### src/rtl/wd_pkg.sv
package wd_pkg;
  // What the phase controller does on a given clock edge
  typedef enum logic [1:0] {
    EV_IDLE   = 2'd0,  // count on, nothing to update
    EV_SERVE  = 2'd1,  // accepted service request
    EV_EXPIRE = 2'd2,  // one full period has elapsed
    EV_PARK   = 2'd3   // block disarmed by the sequencer
  } wd_event_e;
endpackage

### src/rtl/wd_clr_filter.sv
module wd_clr_filter #(
  parameter int MINLOW_CYC = 15
) (
  input  logic clk,
  input  logic rst,
  input  logic clr_n,
  output logic accept
);
  localparam int LW = $clog2(MINLOW_CYC + 1);
  localparam logic [LW-1:0] LMAX = LW'(MINLOW_CYC);

  logic          meta_q, sync_q;
  logic [LW-1:0] low_q;
  logic          acc_q;

  // two-flop synchronizer, idles high
  always_ff @(posedge clk) begin
    if (rst) begin
      meta_q <= 1'b1;
      sync_q <= 1'b1;
    end else begin
      meta_q <= clr_n;
      sync_q <= meta_q;
    end
  end

  // saturating run-length of low samples; one acceptance per episode
  always_ff @(posedge clk) begin
    if (rst) begin
      low_q <= '0;
      acc_q <= 1'b0;
    end else begin
      acc_q <= !sync_q && (low_q == LMAX - 1'b1);
      if (sync_q)
        low_q <= '0;
      else if (low_q != LMAX)
        low_q <= low_q + 1'b1;
    end
  end

  assign accept = acc_q;

  // an episode of low samples yields a single-cycle acceptance
  p_single_accept_r5: assert property (@(posedge clk) disable iff (rst)
    acc_q |=> !acc_q);
endmodule

### src/rtl/wd_period_timer.sv
module wd_period_timer #(
  parameter int TIMEOUT_CYC = 1000000
) (
  input  logic clk,
  input  logic rst,
  input  logic run,
  input  logic restart,
  output logic expire
);
  localparam int CW = (TIMEOUT_CYC > 1) ? $clog2(TIMEOUT_CYC) : 1;
  localparam logic [CW-1:0] LAST = CW'(TIMEOUT_CYC - 1);

  logic [CW-1:0] cnt_q;

  assign expire = run && !restart && (cnt_q == LAST);

  always_ff @(posedge clk) begin
    if (rst || !run || restart || expire)
      cnt_q <= '0;
    else
      cnt_q <= cnt_q + 1'b1;
  end

  // every expiry starts the next period from zero
  p_expire_wraps_r3: assert property (@(posedge clk) disable iff (rst)
    expire |=> (cnt_q == '0));
  // a disarmed edge leaves the count at zero
  p_park_clears_r1: assert property (@(posedge clk) disable iff (rst)
    !run |=> (cnt_q == '0));
endmodule

### src/rtl/wd_phase_ctrl.sv
module wd_phase_ctrl
  import wd_pkg::*;
(
  input  logic clk,
  input  logic rst,
  input  logic armed,
  input  logic serve,
  input  logic expire,
  output logic warn_n,
  output logic rst_n
);
  wd_event_e ev;
  logic      warn_q, rstn_q, latched_q;

  always_comb begin
    if (!armed)      ev = EV_PARK;
    else if (serve)  ev = EV_SERVE;
    else if (expire) ev = EV_EXPIRE;
    else             ev = EV_IDLE;
  end

  always_ff @(posedge clk) begin
    if (rst) begin
      warn_q    <= 1'b1;
      rstn_q    <= 1'b0;
      latched_q <= 1'b0;
    end else begin
      case (ev)
        EV_PARK: begin
          warn_q    <= 1'b1;
          rstn_q    <= 1'b0;
          latched_q <= 1'b0;
        end
        EV_SERVE: begin
          warn_q    <= 1'b1;
          rstn_q    <= 1'b1;
          latched_q <= 1'b0;
        end
        EV_EXPIRE: begin
          warn_q <= !warn_q;
          if (!warn_q) begin
            // end of a low phase: the first one latches the reset
            latched_q <= 1'b1;
            rstn_q    <= 1'b0;
          end else begin
            rstn_q <= !latched_q;
          end
        end
        default: rstn_q <= !latched_q;
      endcase
    end
  end

  assign warn_n = warn_q;
  assign rst_n  = rstn_q;

  // disarming parks the outputs
  p_park_outputs_r1: assert property (@(posedge clk) disable iff (rst)
    !armed |=> (warn_q && !rstn_q));
  // accepted service releases both outputs
  p_serve_release_r6: assert property (@(posedge clk) disable iff (rst)
    (armed && serve) |=> (warn_q && rstn_q));
  // while armed, reset only falls together with the rising warning
  p_latch_on_rise_r4: assert property (@(posedge clk) disable iff (rst)
    ($fell(rstn_q) && $past(armed)) |-> $rose(warn_q));
  // the warning only moves on an expiry, service or park
  p_warn_steady_r3: assert property (@(posedge clk) disable iff (rst)
    (armed && !serve && !expire) |=> $stable(warn_q));
endmodule

### src/rtl/fs_watchdog.sv
module fs_watchdog #(
  parameter int TIMEOUT_CYC = 1000000,  // 10 ms at 100 MHz
  parameter int MINLOW_CYC  = 15        // 150 ns at 100 MHz
) (
  input  logic clk,
  input  logic rst,
  input  logic clr_n,
  input  logic run_en,
  input  logic por_done,
  output logic warn_n,
  output logic rst_n
);
  logic armed, accept, expire;

  assign armed = run_en && por_done;

  wd_clr_filter #(.MINLOW_CYC(MINLOW_CYC)) u_filter (
    .clk    (clk),
    .rst    (rst),
    .clr_n  (clr_n),
    .accept (accept)
  );

  wd_period_timer #(.TIMEOUT_CYC(TIMEOUT_CYC)) u_timer (
    .clk     (clk),
    .rst     (rst),
    .run     (armed),
    .restart (accept),
    .expire  (expire)
  );

  wd_phase_ctrl u_ctrl (
    .clk    (clk),
    .rst    (rst),
    .armed  (armed),
    .serve  (accept),
    .expire (expire),
    .warn_n (warn_n),
    .rst_n  (rst_n)
  );
endmodule

### config.mk
export PLATFORM = sky130hd
export DESIGN_NAME = fs_watchdog
export DESIGN_NICKNAME = d
export VERILOG_FILES = /design/src/rtl/wd_pkg.sv /design/src/rtl/wd_clr_filter.sv /design/src/rtl/wd_period_timer.sv /design/src/rtl/wd_phase_ctrl.sv /design/src/rtl/fs_watchdog.sv
export SDC_FILE = /design/constraint.sdc
export NUM_CORES = 1
export LEC_CHECK = 0
export BUFFER_PORTS_ARGS = -buffer_cell sky130_fd_sc_hd__buf_2
export CORE_ASPECT_RATIO = 1.2
export CORE_MARGIN = 10
export CORE_UTILIZATION = 38
export DETAILED_ROUTE_END_ITERATION = 10
export HOLD_SLACK_MARGIN = 0.15
export PLACE_DENSITY_LB_ADDON = 0.25
export SYNTH_ARGS = -nofsm -noshare
export SYNTH_HDL_FRONTEND = slang
export SYNTH_SLANG_ARGS = --single-unit
### constraint.sdc
create_clock -name clk -period 4.4 [get_ports clk]
set_input_delay 0.66 -clock clk [delete_from_list [all_inputs] [get_ports clk]]
set_output_delay 0.66 -clock clk [all_outputs]
set_load 0.02 [all_outputs]
==> key figures <==
Status
  – Outcome: complete, no violations

Yosys
  – Net count after synthesis: 152
  – Seq/Total Area, Yosys: 0.468
  – Netlist cell types: 31
  – Fraction of the mapped netlist area in compound gates: 0.0955
  – Flops & latches, synth: 30
  – Main combinational cell family by area after synthesis: simple AND/OR/NAND/NOR gates
  – Synth Area in Simple Gates: 0.293
  – Xor and xnor area share after synthesis: 0.0819
  – Post-synthesis adder-cell area fraction: 0.0292
  – Yosys top cell area share: 0.468
  – Synth area leader: dfxtp_1
  – Synth warn: 0
  – Syn avg cell area: 8.91 um2
  – Top post-synthesis cells by area: dfxtp_1 47%, nor2_1 5.8%, xnor2_1 5.5%, nand3_1 4.3%, ha_1 2.9%
  – Post-Syn Area: 1280 um2
  – Mux contribution to synthesized area: 0
  – Post-synthesis cell count: 144

STA
  – Fin crit period: a little over 2 ns
  – Endpoints failing hold: 0
  – Slew HR: 0.749
  – Final TNS setup: 0 ns
  – Final slew viol count: 0
  – Final setup violation count: 0
  – Maximum clock rate: 0.494 GHz
  – Worst-margin pin slew: 0.373 ns
  – RSZ-0062 raised after global routing: no
  – Fin crit share: 0.460
  – Layout Skew: 0.00484 ns

Clock tree
  – Post-CTS setup buffer count: 0
  – H-Tree Depth: 2
  – CTS tree: yes
  – Clock sinks: 30
  – CTS Hold Buffers Added: 0
  – Num CTS Buffers: 5
  – Clock root buffer: clkbuf_8
  – Clock slew at reported path FFs: 0.05 ns
  – Post-cts repair resize count: 0
  – Clk buf depth: 2
  – Worst-Skew Late Latency: 0.27 ns

Floorplan
  – Starting density of the core: 0.388
  – Core ar.: roughly 3300 um2
  – # rows: 23
  – Chip height: 83.7 um
  – Chip Width: 73.1 um
  – # IOs: 7
  – Die ar.: slightly above 6000 um2

Layout
  – Multi-input logic area: 642 um2
  – Ant. Diodes: 0
  – FF/Latch Area: 601 um2
  – Commonest non-fill, non-tap cell in the layout: dfxtp_1
  – # nets final: 162
  – Layout area overhead: 11.0%
  – Commonest non-fill, non-tap cells in the layout: 30 x dfxtp_1, 20 x nor2_1, 11 x nand3_1
  – Filler Cell Count: 321
  – Layout cells sized above 1: 0.123

Power
  – Overall Power: 482 uW
  – Leakage power: 0.000450 uW
  – P per Cell Area: 338 nW/um2
  – Maximum vdd drop: 196 uV

Setup path
  – Critical Path RT: 4.56 ns
  – Crit Path Max Fanout: 20
  – Critical path class: flip-flop to flip-flop
  – CP startpoint kind: flip-flop
  – Critical Path AT: 2.18 ns
  – Crit end category: flip-flop
  – Flop2flop setup slack: between 2 and 2.5 ns

Detailed routing
  – Routed WL: ~2300 um
  – Residual DRC count: 0
  – Per-cell routed wire length: 12.0 um
  – Initial drt markers: 63
  – Drt pass-1 iters: 4
  – Routed vias: 1023
  – Via/cell ratio: 5.36
  – ANT nets after route: 0

Global route
  – Largest net degree at the start of global routing: 21
  – GRT Total Usage: 0.0829
  – Vias in the first global route: 955
  – Aggregate global routing overflow: 0
  – Initial antenna violation count: 0
  – First-pass GRT wire length: 3980 um

Job
  – Max-cap viol count: 0

Place
  – Final HPWL DP: 1660 um
  – Global placement routability congestion: 0.895
  – Port Buffers: 6

Hold path
  – Worst hold path class: flip-flop to flip-flop
## worst max-delay path: stages, from the launching register on
cell and delay, ns:
dfxtp_1 0.38, ha_1 0.27, inv_1 0.06, or4_2 0.72
o21ai_1 0.15, buf_4 0.25, nor2_1 0.08
## power by group
group          switching [uW]  internal, uW  leakage [uW]
Combinational            5.19          3.69      0.000169
Sequential               1.52           274      0.000242
Clock                    89.3           108     0.0000383
Total                    96.0           386      0.000450
## registers in the layout, indices dropped and copies added (netlist names)
register	cells
u_ctrl.latched_q	1
u_ctrl.rst_n	1
u_ctrl.warn_n	1
u_filter.accept	1
u_filter.low_q	4
u_filter.meta_q	1
u_filter.sync_q	1
u_timer.cnt_q	20
## stage by stage
stage          setup slack [ns]  area, um2  instances   util  hold WS (ns)
6_report                   2.38       1430        191  0.431         0.411
5_1_grt                    2.25       1430        191  0.431         0.420
4_1_cts                    2.37       1430        191  0.431         0.416
3_5_place_dp               2.37       1350        184  0.408         0.396
3_3_place_gp               2.41       1350        184  0.408         0.398
2_1_floorplan              2.51       1280        144      -         0.389
## layer usage
layer	track usage	vias up	part of all wire
li1	-	533	-
met1	0.0839	473	0.44
met2	0.129	12	0.50
met3	0.0357	5	0.033
met4	0.0623	0	0.033
met5	0	-	0
## cells by family after synthesis
logic type | count (synthesis)
AO/OA/AOI/OAI | 20
XOR/XNOR | 12
adder cells (fa/ha/maj) | 3
buffers and inverters | 10
flip-flops | 30
AND/OR/NAND/NOR | 69
## path summary, 6_finish.rpt
kind	startpoint	endpoint	cells after the start
worst max-delay path	u_timer.cnt_q[0]$_SDFF_PP0_	u_timer.cnt_q[7]$_SDFF_PP0_	6
worst min-delay path	u_filter.meta_q$_SDFF_PP1_	u_filter.sync_q$_SDFF_PP1_	1
worst max register to register	u_timer.cnt_q[0]$_SDFF_PP0_	u_timer.cnt_q[7]$_SDFF_PP0_	6
worst min register to register	u_filter.meta_q$_SDFF_PP1_	u_filter.sync_q$_SDFF_PP1_	1
## layout make-up
class | count | share of cell area
inverter | 6 | 0.0158
multi-input combinational | 104 | 0.450
timing repair buffer | 7 | 0.0263
sequential | 30 | 0.421
clock buffer | 7 | 0.0536
tap | 37 | 0.0325
## cells in the mapped netlist
cell and n:
a2111oi_0 2, a21oi_1 6, a21oi_2 1, a31oi_1 1, and3_2 1, buf_2 3, clkbuf_1 1, dfxtp_1 30
ha_1 3, inv_1 6, nand2_1 7, nand3_1 11, nand3b_1 2, nand4_1 2, nand4_4 1, nor2_1 20
nor2b_1 1, nor3_1 6, nor4_1 5, o21a_1 1, o21ai_0 5, o21ai_1 1, o31ai_1 3, or2_2 2
or3_1 4, or3b_1 1, or4_1 4, or4_2 1, or4_4 1, xnor2_1 8, xor2_1 4
(Power assumes the default switching activity.)
